===== src/rtl/rtc_pkg.sv =====
package rtc_pkg;
    localparam int BYTE_W = 8;
    localparam int ADDR_W = 3;
    localparam int NUM_REGS = 7;

    typedef logic [BYTE_W-1:0] byte_t;

    typedef enum logic [ADDR_W-1:0] {
        A_SEC  = 3'd0,
        A_MIN  = 3'd1,
        A_HOUR = 3'd2,
        A_DOW  = 3'd3,
        A_DATE = 3'd4,
        A_MON  = 3'd5,
        A_YEAR = 3'd6
    } reg_addr_e;

    typedef struct packed {
        byte_t sec;
        byte_t min;
        byte_t hour;
        byte_t dow;
        byte_t date;
        byte_t mon;
        byte_t year;
    } rtc_state_t;

    // Packed-BCD increment of a two-digit value; no range wrap applied here.
    function automatic byte_t bcd_inc(input byte_t v);
        byte_t r;
        if (v[3:0] == 4'd9) r = {v[7:4] + 4'd1, 4'd0};
        else                r = {v[7:4], v[3:0] + 4'd1};
        return r;
    endfunction
endpackage


===== src/rtl/rtc_hour_step.sv =====
module rtc_hour_step
    import rtc_pkg::*;
(
    input  byte_t hour_i,
    output byte_t hour_o,
    output logic  day_carry_o
);
    byte_t inc;

    always_comb begin
        inc         = bcd_inc(hour_i);
        hour_o      = inc;
        day_carry_o = 1'b0;
        if (hour_i[7]) begin
            // 12-hour: bit 5 is the PM flag, bits 4..0 the hour 01..12
            hour_o[7] = 1'b1;
            hour_o[6] = 1'b0;
            hour_o[5] = hour_i[5];
            if (hour_i[4:0] == 5'h11) begin
                hour_o[5]   = ~hour_i[5];
                hour_o[4:0] = 5'h12;
                day_carry_o = hour_i[5];
            end else if (hour_i[4:0] == 5'h12) begin
                hour_o[4:0] = 5'h01;
            end
        end else begin
            // 24-hour: bits 5..0 hold 00..23
            hour_o[7] = 1'b0;
            hour_o[6] = 1'b0;
            if (hour_i[5:0] == 6'h23) begin
                hour_o      = '0;
                day_carry_o = 1'b1;
            end
        end
    end
endmodule


===== src/rtl/rtc_month_len.sv =====
module rtc_month_len
    import rtc_pkg::*;
(
    input  byte_t      mon_i,
    input  logic       year_tens_lsb_i,
    input  logic [1:0] year_ones_lsbs_i,
    output byte_t      last_date_o
);
    logic [1:0] mod4;
    logic       leap;

    // (10*tens + ones) mod 4 == (2*tens + ones) mod 4
    always_comb begin
        mod4 = {year_tens_lsb_i, 1'b0} + year_ones_lsbs_i;
        leap = (mod4 == 2'd0);
        unique case (mon_i)
            8'h02:                      last_date_o = leap ? 8'h29 : 8'h28;
            8'h04, 8'h06, 8'h09, 8'h11: last_date_o = 8'h30;
            default:                    last_date_o = 8'h31;
        endcase
    end
endmodule


===== src/rtl/bcd_rtc.sv =====
module bcd_rtc
    import rtc_pkg::*;
(
    input  logic              clk_i,
    input  logic              rst_ni,
    input  logic              tick_i,
    input  logic              wr_en_i,
    input  logic [ADDR_W-1:0] addr_i,
    input  logic [BYTE_W-1:0] wdata_i,
    output logic [BYTE_W-1:0] rdata_o
);
    localparam rtc_state_t RESET_STATE = '{
        sec: 8'h00, min: 8'h00, hour: 8'h00, dow: 8'h01,
        date: 8'h01, mon: 8'h01, year: 8'h00
    };

    rtc_state_t st_d, st_q;
    byte_t      hour_next;
    logic       day_carry;
    byte_t      last_date;

    rtc_hour_step u_hour (
        .hour_i      (st_q.hour),
        .hour_o      (hour_next),
        .day_carry_o (day_carry)
    );

    rtc_month_len u_mlen (
        .mon_i            (st_q.mon),
        .year_tens_lsb_i  (st_q.year[4]),
        .year_ones_lsbs_i (st_q.year[1:0]),
        .last_date_o      (last_date)
    );

    always_comb begin
        st_d = st_q;
        if (wr_en_i) begin
            unique case (reg_addr_e'(addr_i))
                A_SEC:   st_d.sec  = wdata_i;
                A_MIN:   st_d.min  = wdata_i;
                A_HOUR:  st_d.hour = wdata_i;
                A_DOW:   st_d.dow  = wdata_i;
                A_DATE:  st_d.date = wdata_i;
                A_MON:   st_d.mon  = wdata_i;
                A_YEAR:  st_d.year = wdata_i;
                default: st_d = st_q;
            endcase
        end else if (tick_i && !st_q.sec[7]) begin
            if (st_q.sec == 8'h59) begin
                st_d.sec = 8'h00;
                if (st_q.min == 8'h59) begin
                    st_d.min  = 8'h00;
                    st_d.hour = hour_next;
                    if (day_carry) begin
                        st_d.dow = (st_q.dow == 8'h07) ? 8'h01 : bcd_inc(st_q.dow);
                        if (st_q.date == last_date) begin
                            st_d.date = 8'h01;
                            if (st_q.mon == 8'h12) begin
                                st_d.mon  = 8'h01;
                                st_d.year = (st_q.year == 8'h99) ? 8'h00 : bcd_inc(st_q.year);
                            end else begin
                                st_d.mon = bcd_inc(st_q.mon);
                            end
                        end else begin
                            st_d.date = bcd_inc(st_q.date);
                        end
                    end
                end else begin
                    st_d.min = bcd_inc(st_q.min);
                end
            end else begin
                st_d.sec = bcd_inc(st_q.sec);
            end
        end
    end

    always_ff @(posedge clk_i) begin
        if (!rst_ni) st_q <= RESET_STATE;
        else         st_q <= st_d;
    end

    always_comb begin
        unique case (reg_addr_e'(addr_i))
            A_SEC:   rdata_o = st_q.sec;
            A_MIN:   rdata_o = st_q.min;
            A_HOUR:  rdata_o = st_q.hour;
            A_DOW:   rdata_o = st_q.dow;
            A_DATE:  rdata_o = st_q.date;
            A_MON:   rdata_o = st_q.mon;
            A_YEAR:  rdata_o = st_q.year;
            default: rdata_o = '0;
        endcase
    end
endmodule


===== config.mk =====
export PLATFORM = sky130hd
export DESIGN_NAME = bcd_rtc
export DESIGN_NICKNAME = d
export VERILOG_FILES = /design/src/rtl/rtc_pkg.sv /design/src/rtl/rtc_hour_step.sv /design/src/rtl/rtc_month_len.sv /design/src/rtl/bcd_rtc.sv
export SDC_FILE = /design/constraint.sdc
export NUM_CORES = 1
export LEC_CHECK = 0
export BUFFER_PORTS_ARGS = -buffer_cell sky130_fd_sc_hd__buf_2
export CAP_MARGIN = 20
export CORE_MARGIN = 8
export CORE_UTILIZATION = 56
export CTS_CLUSTER_SIZE = 25
export DETAILED_ROUTE_END_ITERATION = 10
export MAX_ROUTING_LAYER = met4
export PLACE_DENSITY = 0.74
export SLEW_MARGIN = 20
export SYNTH_ARGS = -nofsm -noshare
export SYNTH_HDL_FRONTEND = slang
export SYNTH_SLANG_ARGS = --single-unit

===== constraint.sdc =====
create_clock -name clk_i -period 2.9 [get_ports clk_i]
set_input_delay 0.58 -clock clk_i [delete_from_list [all_inputs] [get_ports clk_i]]
set_output_delay 0.58 -clock clk_i [all_outputs]
set_load 0.01 [all_outputs]

After elaboration in Yosys (flattened, before gate mapping)
Cells that the tools add are included.
{ "word_totals": {"elab_cells": 135, "regBits": 56} }
{ "op_classes": {"reduce_logical": 32, "addsub": 15, "n_mux": 38, "eq_ne": 35, "bitwise": 1} }
{ "ops": {"columns": ["operator", "count"], "rows": [
  ["8-bit 2-to-1 mux", 21],
  ["56-bit 2-to-1 mux", 2],
  ["8-bit one-hot mux with 7 select lines", 1],
  ["4-bit by 1-bit adder with 4-bit output, second input constant", 13],
  ["48-bit 2-to-1 mux", 1],
  ["40-bit 2-to-1 mux", 1],
  ["32-bit 2-to-1 mux", 1],
  ["4-bit == test, second input constant", 7],
  ["8-bit by 3-bit == test with 1-bit output, second input constant", 3],
  ["6-bit AND reduction", 4],
  ["3-bit nonzero test", 6],
  ["8-bit by 5-bit == test with 1-bit output, second input constant", 2],
  ["8-bit by 7-bit == test with 1-bit output, second input constant", 2],
  ["16-bit 2-to-1 mux", 1],
  ["8-bit one-hot mux with 2 select lines", 1],
  ["2-bit by 1-bit != test with 1-bit output, second input constant", 7],
  ["7-bit AND reduction", 2],
  ["6-bit 2-to-1 mux", 2],
  ["2-bit nonzero test", 6],
  ["5-bit == test, second input constant", 2],
  ["5-bit 2-to-1 mux", 2],
  ["5-bit AND reduction", 2],
  ["3-bit == test, second input constant", 3],
  ["8-bit by 2-bit == test with 1-bit output, second input constant", 1],
  ["other kinds (21)", 28]
]} }

Longest topological paths before layout
{ "logic_depth": {"depth_word": 11, "depth_mapped": 9, "mapped_depth_nobuf": 8} }

Modules after synthesis
A second synthesis with hierarchy kept.
{ "hier_totals": {"cells_unflattened": 553, "hier_area_um2": 4481.8} }
{ "modules_own_cells": {"columns": ["module", "area_each_um2", "cells_per_inst", "seq_area_each_um2", "n_inst"], "rows": [
  ["bcd_rtc", 4085.2, 497, 1121.1, 1],
  ["rtc_hour_step", 236.5, 34, 0.0, 1],
  ["rtc_month_len", 160.2, 22, 0.0, 1]
]} }

Worst setup path before layout
Ideal clock, no wire load.
{ "synth_timing": {"path_kind": "in2out", "start": "input port addr_i[1]", "end": "output port rdata_o[0]", "path_buffers": 2, "t_arrival_ns": 1.987, "slack_ns": 0.333, "path_stages": 4, "required_ns": 2.320, "cell_sequence": "buf_1 > clkbuf_1 > mux4_2 > mux2_2"} }
{ "synth_between": {"elab_chain_len": 2, "word_cells_on_any_way": 8} }
{ "synth_lines": {"columns": ["element", "line_no", "text"], "rows": [
  ["from (decl)", "bcd_rtc.sv:8", "input logic [ADDR_W-1:0] addr_i,"],
  ["3-bit == test (tied with other cells)", "bcd_rtc.sv:83", "unique case (reg_addr_e'(addr_i))"],
  ["8-bit one-hot mux with 7 select lines *", "bcd_rtc.sv:83", null],
  ["to (decl)", "bcd_rtc.sv:10", "output logic [BYTE_W-1:0] rdata_o"]
]} }
Mark *: on every way between the ends. The rest lies on a longest branch, timed or not.

Worst setup path in the final report
{ "layout_timing": {"start": "register st_q[12] in the netlist's numbering", "end": "register st_q[20] in the netlist's numbering"} }
{ "layout_between": {"elab_chain_len": 10, "word_cells_on_any_way": 16} }
{ "layout_lines": {"columns": ["element", "line_no", "text"], "rows": [
  ["from (decl)", "bcd_rtc.sv:17", "rtc_state_t st_d, st_q;"],
  ["from (signal assigned)", "bcd_rtc.sv:79", "else st_q <= st_d;"],
  ["8-bit by 3-bit == test with 1-bit output (tied with other cells)", "rtc_month_len.sv:16", "unique case (mon_i)"],
  ["4-bit OR reduction", "rtc_month_len.sv:16", null],
  ["8-bit one-hot mux with 2 select lines *", "rtc_month_len.sv:16", null],
  ["8-bit == test *", "bcd_rtc.sv:56", "if (st_q.date == last_date) begin"],
  ["8-bit 2-to-1 mux", "bcd_rtc.sv:56", null],
  ["32-bit 2-to-1 mux", "bcd_rtc.sv:54", "if (day_carry) begin"],
  ["40-bit 2-to-1 mux", "bcd_rtc.sv:51", "if (st_q.min == 8'h59) begin"],
  ["48-bit 2-to-1 mux", "bcd_rtc.sv:49", "if (st_q.sec == 8'h59) begin"],
  ["56-bit 2-to-1 mux", "bcd_rtc.sv:48", "end else if (tick_i && !st_q.sec[7]) begin"],
  ["56-bit 2-to-1 mux", "bcd_rtc.sv:37", "if (wr_en_i) begin"]
]} }
Mark *: on every way between the ends. The rest lies on a longest branch, timed or not. The select of a mux whose other input is x is not followed.
A chain may end at the register's enable or synchronous reset.

==> flow_summary.yaml <==
run_status:
  run_status: "finished clean"
pwr:
  cellPowerDensity_mw_per_mm2: 362
  leakage_uw: 0.00170
  fin_total_pwr_uw: 1740
  vdd_drop_max_mv: 0.271
cells_and_area:
  biggest_regs: "st_q (56)"
  largest-register: "st_q"
  drive_above_1_share: 0.163
  insertedDiodeCount: 0
  largest_register_ffs: 56
  layout-area-overhead-vs-synth_pct: 9.15
  num-nets-final: 612
route:
  detail_route.drc_violations: 0
  totalWireLength_mm: 13.6
  drt-wirelength-per-cell_um: 20.0
  antenna_violating_nets_left: 0
  drt-vias-per-instance: 6.63
  number_of_iterations_in_the_first_detailed_routing_pass: 5
  route.vias.total: 4492
  drt_first_iter_violations: 325
clock_tree:
  clkSinkCount: 56
  post_cts_hold_buffer_count: 0
  cts_root_buf: "sky130_fd_sc_hd__clkbuf_8"
  clk_pin_slew_ns: 0.11
  cts_tree: "done"
  htree_levels: 2
  clock_latency_ns: 0.33
  cts_buffer_depth: 2
  tritoncts.num_buffers: 5
synthesis:
  post-synth-top-area-cell: "sky130_fd_sc_hd__dfxtp_1"
  post_synth_xor_area_fraction: 0.00798
  synth.mux.area_fraction: 0.0658
  post_synth_main_area_contributors: "sky130_fd_sc_hd__dfxtp_1 (26%), sky130_fd_sc_hd__o21ai_0 (7.0%), sky130_fd_sc_hd__ha_1 (6.0%)"
  synth_top_family_by_area: "compound AO/OA/AOI/OAI gates"
  yosysUniqueCellTypes: 83
  synth_adder_area_share: 0.0621
  synthesis.area_mm2: 0.00439
  synth.net_count: 594
  register_area_share_after_synthesis: 0.255
  synth.ff_latch_count: 56
  postSynth.topFlopCell: "sky130_fd_sc_hd__dfxtp_1"
  synth-async-reset-ratio: 0
  synthesis.area_per_instance_um2: 7.87
  edff_count_synth: 0
  synthCells: 558
  synth_simple_gate_area_frac: 0.245
  yosys.area.top_type_share: 0.255
  ys.warnings.count: 0
  synth_compound_gate_area_share: 0.313
timing:
  rsz0062_at_grt: "no"
  timing.final.crit_share: 0.900
  slew_headroom: 0.414
  worstMarginPinSlew_ns: 0.880
  finalSetupViolCount: 0
  finalHoldViolations: 0
  clock_period_minus_worst_slack_ns: 2.61
  hold_slack_ns: 0.523
  timing.final.max_slew_violations: 0
  fin_worst_skew_ns: 0.0115
  final.setup.tns_ns: 0
  max_freq_ghz: 0.383
setup_path:
  timing.critical_path.from: "st_q[12]"
  critical_path.endpoint_type: "flop"
  timing.critical_path.slowest_stage_cell: "sky130_fd_sc_hd__dfxtp_1"
  crit_fanout: 11
  internal_reg_to_reg_setup_slack_ns: 0.29
  cp_data_required_time_ns: 3.18
  reg2regPathDepth: 9
  path_cells: "ha_1 > nor3b_1 > a21oi_1 > a311o_4 > a31oi_4 > buf_12 > buf_4 > o21a_1 > o221a_1"
  timing.critical_path.from_type: "flop"
  worst-path-stages: 9
  setup.worst_path.end: "st_q[20]"
  cp_arrival_ns: 2.90
  critical_path.n_buffers_inverters: 2
  cpLargestDelayFamily: "compound AO/OA/AOI/OAI gates"
  reg2reg_to: "st_q[20]"
  timing.setup.critical_path_class: "flop to flop"
  cp_slowest_stage_delay_ns: 0.47
  crit-reg2reg-launch: "st_q[12]"
global_routing:
  first_global_vias: 4389
  gr-usage-all-layers: 0.256
  pin_count_of_the_biggest_net_entering_global_routing: 36
  gr-total-overflow: 0
  grt_antenna_before_repair: 0
  first_pass_grt_wire_length_mm: 22.4
die:
  die_height_um: 105
  placement_rows: 32
  core_region_area_mm2: 0.00765
  design.die.area_mm2: 0.0109
  top_level_ports: 23
  floorplan.die.width_um: 105
  initial_utilization: 0.574
run:
  cap_violations: 0
place:
  gp_congestion: 1.00
  detailedPlacementHpwl_mm: 9.94
  io_buffer_count: 22
hold_path:
  timing.hold.worst.class: "input port to flop"
## metrics by stage
stage | worst slack [ns] | utilization | area (um^2) | cells
global placement | 0.182 | 0.602 | 4600 | 665
detailed placement | 0.156 | 0.602 | 4600 | 665
CTS | 0.100 | 0.618 | 4730 | 672
global route | 0.0738 | 0.627 | 4790 | 678
floorplan | 0.333 | - | 4390 | 558
finish | 0.289 | 0.627 | 4790 | 678
## worst min path at each step
stage          startpoint       end  slack, ns  cells after the start
2_1_floorplan    st_q[38]  st_q[38]       0.46                      2
3_3_place_gp     st_q[38]  st_q[38]       0.47                      2
3_5_place_dp      st_q[3]   st_q[3]       0.51                      2
4_1_cts           st_q[3]   st_q[3]       0.53                      2
5_1_grt        wdata_i[7]  st_q[39]       0.54                      3
6_report       wdata_i[7]  st_q[39]       0.52                      3
## worst register-to-register path: cells and delay by family (launching register included)
| family | cells | cell delay, ns |
|---|---|---|
| buffers and inverters | 2 | 0.29 |
| AND/OR/NAND/NOR | 1 | 0.47 |
| AO/OA/AOI/OAI | 5 | 1.17 |
| flip-flops | 1 | 0.47 |
| adder cells (fa/ha/maj) | 1 | 0.18 |
## kinds of logic after synthesis
family                     Yosys count
AOI/OAI and AO/OA                  202
muxes                               22
adders and majority gates           22
DFF                                 56
xor gates and xnor gates             4
buffers and inverters               54
and+or+nand+nor                    198
## cell usage after synthesis (all sizes together), types with 4 or more instances
library cell	count
a211oi	12
nand2	55
a31oi	14
mux4	5
ha	21
nor3b	12
nand4	6
nand2b	9
o21a	6
mux2i	12
clkbuf	22
nor4b	4
buf	10
o221a	4
o2bb2ai	4
nor2	43
nor2b	9
inv	21
o21ai	66
a311oi	4
nand3	20
a22oi	4
o211ai	9
mux2	5
dfxtp	56
o311ai	5
and3	5
a21oi	46
nor3	14
and2	6
## final cells by class
class | count | area [um^2]
repair buffers | 43 | 280
inverters | 22 | 82.6
multi-input cells | 448 | 3050
well taps | 102 | 128
flip-flops and latches | 56 | 1120
fillers | 677 | 2860
clock buffers | 5 | 68.8
clock inverters | 2 | 60.1
## where the power goes
part | switching [uW] | leakage, uW | total [uW] | internal [uW]
Sequential | 29.7 | 0.000454 | 818 | 788
Clock | 283 | 0.0000642 | 623 | 341
Combinational | 185 | 0.00118 | 294 | 110
## layer usage
| metal | vias to the layer above | routed length (um) | track usage |
|---|---|---|---|
| met5 | - | 0 | - |
| met4 | 0 | 418 | 0.101 |
| met3 | 42 | 892 | 0.0461 |
| met2 | 205 | 6450 | 0.409 |
| met1 | 2132 | 5820 | 0.312 |
| li1 | 2113 | - | - |
## cell usage in the layout, fill, tap and decap left out, types with 3 or more instances in the layout
cell type,n
sky130_fd_sc_hd__a211oi_1,10
sky130_fd_sc_hd__a21oi_1,44
sky130_fd_sc_hd__a22oi_1,4
sky130_fd_sc_hd__a311oi_1,4
sky130_fd_sc_hd__a31oi_1,13
sky130_fd_sc_hd__and2_1,3
sky130_fd_sc_hd__and3_1,5
sky130_fd_sc_hd__buf_2,22
sky130_fd_sc_hd__buf_4,20
sky130_fd_sc_hd__clkbuf_8,5
sky130_fd_sc_hd__dfxtp_1,56
sky130_fd_sc_hd__ha_1,21
sky130_fd_sc_hd__inv_1,21
sky130_fd_sc_hd__mux2_2,5
sky130_fd_sc_hd__mux2i_1,12
sky130_fd_sc_hd__mux4_2,5
sky130_fd_sc_hd__nand2_1,55
sky130_fd_sc_hd__nand2b_1,8
sky130_fd_sc_hd__nand3_1,19
sky130_fd_sc_hd__nand3b_1,3
sky130_fd_sc_hd__nand4_1,5
sky130_fd_sc_hd__nor2_1,43
sky130_fd_sc_hd__nor2b_1,9
sky130_fd_sc_hd__nor3_1,12
sky130_fd_sc_hd__nor3b_1,11
sky130_fd_sc_hd__o211ai_1,9
sky130_fd_sc_hd__o21a_1,6
sky130_fd_sc_hd__o21ai_0,61
sky130_fd_sc_hd__o21ai_1,4
sky130_fd_sc_hd__o221a_1,3
sky130_fd_sc_hd__o2bb2ai_1,4
sky130_fd_sc_hd__o311ai_1,3
## what timing repair did
item	CTS	global route
setup buffers	0	6
resized for setup	0	1
endpoints found under the setup margin	0	10
Note: power is estimated with default switching activity, not from simulation.
